File: src/rtl/pbm_pkg.sv
package pbm_pkg;
  typedef enum logic {MODE_SUP = 1'b0, MODE_USR = 1'b1} mode_e;

  typedef struct packed {
    logic vda;
    logic vpa;
    logic vpb;
    logic rw;
  } bus_stat_t;
endpackage

File: src/rtl/pbm_bank_latch.sv
module pbm_bank_latch #(
  parameter int BANK_W = 8
) (
  input  logic              clk_i,
  input  logic              rst_ni,
  input  logic              ph2_i,
  input  logic [BANK_W-1:0] data_i,
  output logic [BANK_W-1:0] bank_o
);
  // the edge that closes the low half stands for the phi2 rising edge
  always_ff @(posedge clk_i or negedge rst_ni) begin
    if (!rst_ni)     bank_o <= '0;
    else if (!ph2_i) bank_o <= data_i;
  end
endmodule

File: src/rtl/pbm_bank_mux.sv
module pbm_bank_mux #(
  parameter int BANK_W = 8
) (
  input  logic              sup_i,
  input  logic [BANK_W-1:0] cpu_bank_i,
  input  logic [BANK_W-1:0] user_bank_i,
  output logic [BANK_W-1:0] bank_o
);
  for (genvar b = 0; b < BANK_W; b++) begin : g_bit
    assign bank_o[b] = sup_i ? cpu_bank_i[b] : user_bank_i[b];
  end
endmodule

File: src/rtl/pbm_mode_track.sv
module pbm_mode_track
  import pbm_pkg::*;
#(
  parameter int         CNT_W  = 3,
  parameter logic [7:0] RTI_OP = 8'h40
) (
  input  logic             clk_i,
  input  logic             rst_ni,
  input  logic             ph2_i,
  input  bus_stat_t        stat_i,
  input  logic [7:0]       data_i,
  output mode_e            mode_o,
  output logic [CNT_W-1:0] cnt_o
);
  localparam logic [CNT_W-1:0] CNT_MAX = {CNT_W{1'b1}};

  logic             vp_prev;
  logic             vp_start;
  logic             rti_fetch;
  logic [CNT_W-1:0] cnt_inc;
  logic [CNT_W-1:0] cnt_dec;

  assign vp_start  = stat_i.vpb & ~vp_prev;
  assign rti_fetch = stat_i.vda & stat_i.vpa & stat_i.rw & ~stat_i.vpb
                   & (data_i == RTI_OP);
  assign cnt_inc   = (cnt_o == CNT_MAX) ? CNT_MAX : cnt_o + 1'b1;
  assign cnt_dec   = (cnt_o == '0) ? '0 : cnt_o - 1'b1;

  // commit on the edge that closes the high half (phi2 falling)
  always_ff @(posedge clk_i or negedge rst_ni) begin
    if (!rst_ni) begin
      vp_prev <= 1'b0;
      cnt_o   <= '0;
      mode_o  <= MODE_SUP;
    end else if (ph2_i) begin
      vp_prev <= stat_i.vpb;
      if (vp_start) begin
        cnt_o  <= cnt_inc;
        mode_o <= MODE_SUP;
      end else if (stat_i.vpb) begin
        mode_o <= MODE_SUP;
      end else if (rti_fetch) begin
        cnt_o  <= cnt_dec;
        mode_o <= (cnt_dec == '0) ? MODE_USR : MODE_SUP;
      end
    end
  end
endmodule

File: src/rtl/pbm_reg_guard.sv
module pbm_reg_guard #(
  parameter logic [7:0] REG_PAGE = 8'hDF,
  parameter logic [7:0] UB_OFS   = 8'h00
) (
  input  logic        clk_i,
  input  logic        rst_ni,
  input  logic        ph2_i,
  input  logic [15:0] addr_i,
  input  logic [7:0]  data_i,
  input  logic        rw_i,
  input  logic        vda_i,
  input  logic        user_now_i,
  output logic [7:0]  ubank_o,
  output logic        abort_o
);
  logic page_wr;
  logic load;

  assign page_wr = vda_i & ~rw_i & (addr_i[15:8] == REG_PAGE);
  // held for the whole bus cycle so it is stable ahead of phi2 rising
  assign abort_o = page_wr & user_now_i;
  assign load    = ph2_i & page_wr & ~user_now_i & (addr_i[7:0] == UB_OFS);

  always_ff @(posedge clk_i or negedge rst_ni) begin
    if (!rst_ni)   ubank_o <= '0;
    else if (load) ubank_o <= data_i;
  end
endmodule

File: src/rtl/priv_bank_map.sv
module priv_bank_map
  import pbm_pkg::*;
#(
  parameter int         CNT_W    = 3,
  parameter logic [7:0] REG_PAGE = 8'hDF,
  parameter logic [7:0] UB_OFS   = 8'h00,
  parameter logic [7:0] RTI_OP   = 8'h40
) (
  input  logic        clk_i,
  input  logic        rst_ni,
  input  logic        ph2_i,
  input  logic [7:0]  data_i,
  input  logic [15:0] addr_i,
  input  logic        rw_i,
  input  logic        vda_i,
  input  logic        vpa_i,
  input  logic        vpb_i,
  output logic [23:0] addr_o,
  output logic        abort_o
);
  localparam int BANK_W = 8;

  bus_stat_t        stat;
  mode_e            mode;
  logic             user_q;
  logic             user_now;
  logic [CNT_W-1:0] nest_cnt;
  logic [7:0]       bank_lat;
  logic [7:0]       ubank;
  logic [7:0]       bank_out;

  assign stat     = '{vda: vda_i, vpa: vpa_i, vpb: vpb_i, rw: rw_i};
  assign user_q   = (mode == MODE_USR);
  assign user_now = user_q & ~vpb_i;

  pbm_bank_latch #(.BANK_W(BANK_W)) u_latch (
    .clk_i (clk_i),
    .rst_ni(rst_ni),
    .ph2_i (ph2_i),
    .data_i(data_i),
    .bank_o(bank_lat)
  );

  pbm_mode_track #(.CNT_W(CNT_W), .RTI_OP(RTI_OP)) u_mode (
    .clk_i (clk_i),
    .rst_ni(rst_ni),
    .ph2_i (ph2_i),
    .stat_i(stat),
    .data_i(data_i),
    .mode_o(mode),
    .cnt_o (nest_cnt)
  );

  pbm_reg_guard #(.REG_PAGE(REG_PAGE), .UB_OFS(UB_OFS)) u_guard (
    .clk_i     (clk_i),
    .rst_ni    (rst_ni),
    .ph2_i     (ph2_i),
    .addr_i    (addr_i),
    .data_i    (data_i),
    .rw_i      (rw_i),
    .vda_i     (vda_i),
    .user_now_i(user_now),
    .ubank_o   (ubank),
    .abort_o   (abort_o)
  );

  pbm_bank_mux #(.BANK_W(BANK_W)) u_mux (
    .sup_i      (~user_now),
    .cpu_bank_i (bank_lat),
    .user_bank_i(ubank),
    .bank_o     (bank_out)
  );

  assign addr_o = {bank_out, addr_i};
endmodule

File: config.mk
export PLATFORM = sky130hd
export DESIGN_NAME = priv_bank_map
export DESIGN_NICKNAME = d
export VERILOG_FILES = /design/src/rtl/pbm_pkg.sv /design/src/rtl/pbm_bank_latch.sv /design/src/rtl/pbm_bank_mux.sv /design/src/rtl/pbm_mode_track.sv /design/src/rtl/pbm_reg_guard.sv /design/src/rtl/priv_bank_map.sv
export SDC_FILE = /design/constraint.sdc
export NUM_CORES = 1
export LEC_CHECK = 0
export BUFFER_PORTS_ARGS = -buffer_cell sky130_fd_sc_hd__buf_2
export CAP_MARGIN = 20
export CORE_ASPECT_RATIO = 2
export CORE_MARGIN = 2
export CORE_UTILIZATION = 38
export DETAILED_ROUTE_END_ITERATION = 6
export PLACE_DENSITY = 0.64
export SLEW_MARGIN = 20
export SYNTH_ARGS = -nofsm -noshare
export SYNTH_HDL_FRONTEND = slang
export SYNTH_SLANG_ARGS = --single-unit
File: constraint.sdc
create_clock -name clk_i -period 1.6 [get_ports clk_i]
set_input_delay 0.24 -clock clk_i [delete_from_list [all_inputs] [get_ports clk_i]]
set_output_delay 0.24 -clock clk_i [all_outputs]
set_load 0.1 [all_outputs]
Word-level counts from Yosys, hierarchy flattened
Cells that the tools add are included.
{"block": "totals", "reg_bits": 21, "latch_bits": 0, "mem_bits_rw": 0, "romBits": 0, "input_bits": 31, "out_inout_bits": 25, "word_cells": 51, "n_memories": 0}
{"block": "classes", "add_sub_neg": 2, "multipliers": 0, "div": 0, "order_cmp": 0, "eq_ne": 4, "shifts": 0, "n_mux": 17, "n_bitwise": 16, "n_reduce_logical": 7}
{"operator": "$mux W3", "n": 5}
{"operator": "$and A1 B1 Y1", "n": 12}
{"operator": "$mux W1", "n": 12}
{"operator": "$eq A8 B7 Y1 const B", "n": 1}
{"operator": "$eq A8 B8 Y1 const B", "n": 1}
{"operator": "$logic_not A8 Y1", "n": 1}
{"operator": "$logic_not A3 Y1", "n": 2}
{"operator": "$not A1 Y1", "n": 4}
{"operator": "$add A3 B1 Y3 const B", "n": 1}
{"operator": "$eq A3 B3 Y1 const B", "n": 1}
{"operator": "$reduce_and A3 Y1", "n": 1}
{"operator": "$reduce_bool A3 Y1", "n": 1}
{"operator": "$sub A3 B1 Y3 const B", "n": 1}
{"operator": "$ne A2 B1 Y1 const B", "n": 1}
{"operator": "$reduce_and A2 Y1", "n": 1}
{"operator": "$reduce_bool A2 Y1", "n": 1}

Longest topological paths before layout
{"block": "depth", "depth_word": 7, "depth_mapped": 6, "depth_no_buf": 6}

Modules after synthesis
From an unflattened synthesis, not the netlist that was laid out.
{"block": "unflattened", "cells_unflattened": 113, "area_unflattened_um2": 1356.3}
{"mod": "pbm_mode_track", "n_inst": 1, "cells_each": 43, "area_each_um2": 400.4, "seq_area_each_um2": 125.1}
{"mod": "pbm_reg_guard", "n_inst": 1, "cells_each": 26, "area_each_um2": 360.3, "seq_area_each_um2": 200.2}
{"mod": "pbm_bank_latch", "n_inst": 1, "cells_each": 17, "area_each_um2": 331.6, "seq_area_each_um2": 200.2}
{"mod": "priv_bank_map", "n_inst": 1, "cells_each": 18, "area_each_um2": 132.6, "seq_area_each_um2": 0.0}
{"mod": "pbm_bank_mux", "n_inst": 1, "cells_each": 9, "area_each_um2": 131.4, "seq_area_each_um2": 0.0}

Worst setup path before layout
No wires, ideal clock.
{"block": "synth_timing", "path_type": "input-to-output", "start": "input rw_i", "end": "output abort_o", "arrival_ps": 1937, "t_required_ps": 1360, "setup_slack_ps": -577, "stages": 3, "path_buffers": 0, "cell_sequence": "and4b_2 -> nand4_1 -> nor2_1"}
{"block": "synth_between", "elab_chain_cells": 4}
{"element": "start, declared", "line": "priv_bank_map.sv:14", "rtl": "input logic rw_i,"}
{"element": "$not A1 Y1", "line": "pbm_reg_guard.sv:19", "rtl": "assign page_wr = vda_i & ~rw_i & (addr_i[15:8] == REG_PAGE);"}
{"element": "$and A1 B1 Y1 (2 in a row)", "line": "pbm_reg_guard.sv:19"}
{"element": "$and A1 B1 Y1", "line": "pbm_reg_guard.sv:21", "rtl": "assign abort_o = page_wr & user_now_i;"}
{"element": "end, declared", "line": "priv_bank_map.sv:19", "rtl": "output logic abort_o"}
No other way between the ends.

Worst setup path after layout
{"block": "layout_timing", "start": "register u_mode.mode_o", "end": "output addr_o[21]"}
{"block": "layout_between", "elab_chain_cells": 2}
{"element": "start, declared", "line": "pbm_mode_track.sv:12", "rtl": "output mode_e mode_o,"}
{"element": "start signal, assigned", "line": "pbm_mode_track.sv:44", "rtl": "mode_o <= (cnt_dec == '0) ? MODE_USR : MODE_SUP;"}
{"element": "$and A1 B1 Y1", "line": "priv_bank_map.sv:34", "rtl": "assign user_now = user_q & ~vpb_i;"}
{"element": "$mux W1", "line": "pbm_bank_mux.sv:10", "rtl": "assign bank_o[b] = sup_i ? cpu_bank_i[b] : user_bank_i[b];"}
{"element": "end, declared", "line": "priv_bank_map.sv:18", "rtl": "output logic [23:0] addr_o,"}
No other way between the ends.

==> reports/summary.txt <==
Outcome: complete, but fails checks
Failing checks: setup timing
Initial DRC Count: 9
First-pass DRT Iterations: 2
Die footprint: 3778 µm²
Port Buf Inserts: 55
CTS tree: built
Worst Path Arrival: 1400 ps
Site Rows: 29
# nets final: 192
Largest net degree at the start of global routing: 22
CORE AREA: 3157 µm²
Power Density: 1030 nW/µm²
Max-cap check violation count: 0
Fin crit period: 1639 ps
Crit start category: register
Post-layout util: 0.5632
Cell-by-cell trace of the critical path: nand2b_4 -> buf_8 -> mux2_4 -> buf_12
Crit path max-delay family: flip-flops
Synth unique cells: 33
Synth top area cells: dfrtp_1 (42%), mux2_2 (23%), buf_4 (9.6%)
Gr ovfl total: 0
Clock Latency Late Sink: 260 ps
Vias per cell: 5.383
Final WL: 2.936 mm
RSZ-0062 raised after global routing: true
Worst-path fanout max: 5
Starting Density: 0.3944
Max rail drop VDD: 0.6611 mV
Boundary pin count: 56
Die span in y: 84.95 µm
Class of the worst hold path: in2reg
Area delta synth->final: 42.81%
Vias in the first global route: 1061
Clock root cell: clkbuf_8
Worst path required time: 1360 ps
Sequential share of the synthesized area: 0.4221
Syn nets: 141
Wire per inst: 15.62 µm
Fin crit share: 1.024
Routed Antenna Nets: 0
Layout cells sized above 1: 0.6242
Synthesized area: 1245 µm²
Pins Over Slew Limit: 0
Worst setup margin: -38.91 ps
Mean Syn Cell Area: 11.63 µm²
Total CTS buffers: 3
Maximum clock rate: 610.2 MHz
Critical-path top delay cell: dfrtp_1
Gp weighted congestion: 0.7093
Worst setup EP type: output port
Die W: 44.48 µm
DRC: 0
Worst Path Buf+Inv: 2
Post-DP HPWL: 2.203 mm
CTS max path bufs: 2
Slew @ Worst Pin: 476.9 ps
Clock tree sinks: 21
Total power: 1.831 mW
Setup-failing EPs final: 8
Synth Instances: 107
Antenna violations before repair: 0
Max-slew headroom: 0.6821
YS warnings: 0
Leakage: 0.9005 nW
First-pass GRT wire length: 4.740 mm
FF+latch count, synth: 21
Area leader, netlist: dfrtp_1
Final hold violation count: 0
Crit Path Class: reg2out
Clock skew: 4.889 ps
H-tree levels: 1
Area share of the largest cell type after synthesis: 0.4221
N_diodes: 0
Total track usage: 0.1657
Vias: 1012
Reg clk slew, reported paths: 80 ps
Crit-path max cell delay: 410 ps
worst paths after layout:
path	startpoint	endpoint	slack [ps]	cells past startpoint
worst max-delay path	u_mode.mode_o	addr_o[21]	-40	4
worst min-delay path	data_i[6]	u_guard.ubank_o[6]	240	2
worst max register to register	u_mode.mode_o	u_guard.ubank_o[3]	70	6
worst min register to register	u_mode.vp_prev	u_mode.vp_prev	510	1
max in group asynchronous	rst_ni	u_mode.cnt_o[2]	810	2
min in group asynchronous	rst_ni	u_latch.bank_o[0]	460	2
cell usage after synthesis:
cell type	number
mux2_2	25
dfrtp_1	21
buf_4	16
inv_1	5
nand2_1	4
ha_1	3
nor2_1	3
a31oi_1	2
nand4_1	2
nor2b_1	2
o21ai_0	2
a221oi_1	1
a22o_1	1
a2bb2oi_1	1
and4_2	1
and4b_1	1
and4b_2	1
buf_1	1
clkbuf_1	1
mux2i_1	1
nand2b_1	1
nand3b_1	1
nand4b_1	1
nor3_1	1
nor3_4	1
nor4_1	1
nor4b_2	1
o21bai_1	1
o221ai_1	1
o41ai_1	1
or2b_1	1
or3_1	1
or3b_1	1
cell usage in the layout, fill, tap and decap left out, drive strengths merged:
cell type	instances
ha	3
nor3	2
nor2b	2
nor4	1
mux2	25
or3b	1
dlygate4sd3	1
nand4b	1
or3	1
mux2i	1
or2b	1
buf	63
clkinv	1
a22o	1
and4	1
o21bai	1
nand4	2
nand3b	1
and4b	2
a2bb2oi	1
a31oi	2
nor2	3
o41ai	1
a221oi	1
nand2b	1
dfrtp	21
nand2	4
inv	5
o221ai	1
o21ai	2
clkbuf	3
nor4b	1
area by class of cell:
cell class | instances | area [µm²]
clock buffers | 3 | 41.29
clock inverters | 1 | 5.005
flip-flops and latches | 21 | 525.5
repair buffers | 64 | 504.2
inverters | 5 | 18.77
well taps | 31 | 38.79
multi-input cells | 63 | 644.4
fillers | 269 | 1379
state kept, by name, indices dropped and copies added, names as in the netlist:
signal and count:
u_mode.cnt_o 3, u_mode.mode_o 1, u_mode.vp_prev 1, u_guard.ubank_o 8, u_latch.bank_o 8
repair_timing:
action / CTS / global route
buffers inserted: 2 / 0
hold buffers: 1 / 0
hold endpoints to repair: 21 / 0
gates resized for setup: 13 / 7
setup endpoints to repair: 8 / 17
pin swaps: 0 / 2
gates cloned: 1 / 0
power by group:
group          internal, mW  switching [mW]  leakage, nW
Combinational         0.309           0.561        0.613
Sequential            0.579          0.0323        0.262
Clock                 0.173           0.176       0.0255
stage by stage:
step | instance area (µm²) | TNS [ps] | worst slack [ps] | instances | hold slack [ps]
floorplan | 1252 | -332.3 | -41.54 | 107 | -55.59
global placement | 1624 | -676.5 | -85.25 | 180 | 215.9
detailed placement | 1624 | -830.2 | -107.4 | 180 | 238.1
CTS | 1752 | -347.0 | -54.99 | 188 | 242.9
global route | 1778 | -632.0 | -86.39 | 188 | 243.4
finish | 1778 | -238.8 | -38.91 | 188 | 243.0
cell families after synthesis:
group / Yosys count / synth area share
muxes: 26 / 0.2342
DFF: 21 / 0.4221
AOI/OAI and AO/OA: 10 / 0.05930
adders and majority gates: 3 / 0.03015
buffers and inverters: 23 / 0.1176
and+or+nand+nor: 24 / 0.1367
routing by layer:
metal	vias up	track usage	part of all wire
li1	468	-	-
met1	494	0.1814	0.36
met2	48	0.3070	0.56
met3	2	0.01915	0.071
met4	0	0.05785	0.0085
met5	-	0	0
worst reg2reg max path: cells and delay by family (launching register included):
family / cells / cell delay, ps
simple gates: 3 / 430
flops: 1 / 410
mux: 1 / 330
buf+inv: 2 / 270
No activity file was read; power rests on OpenSTA's default activity.
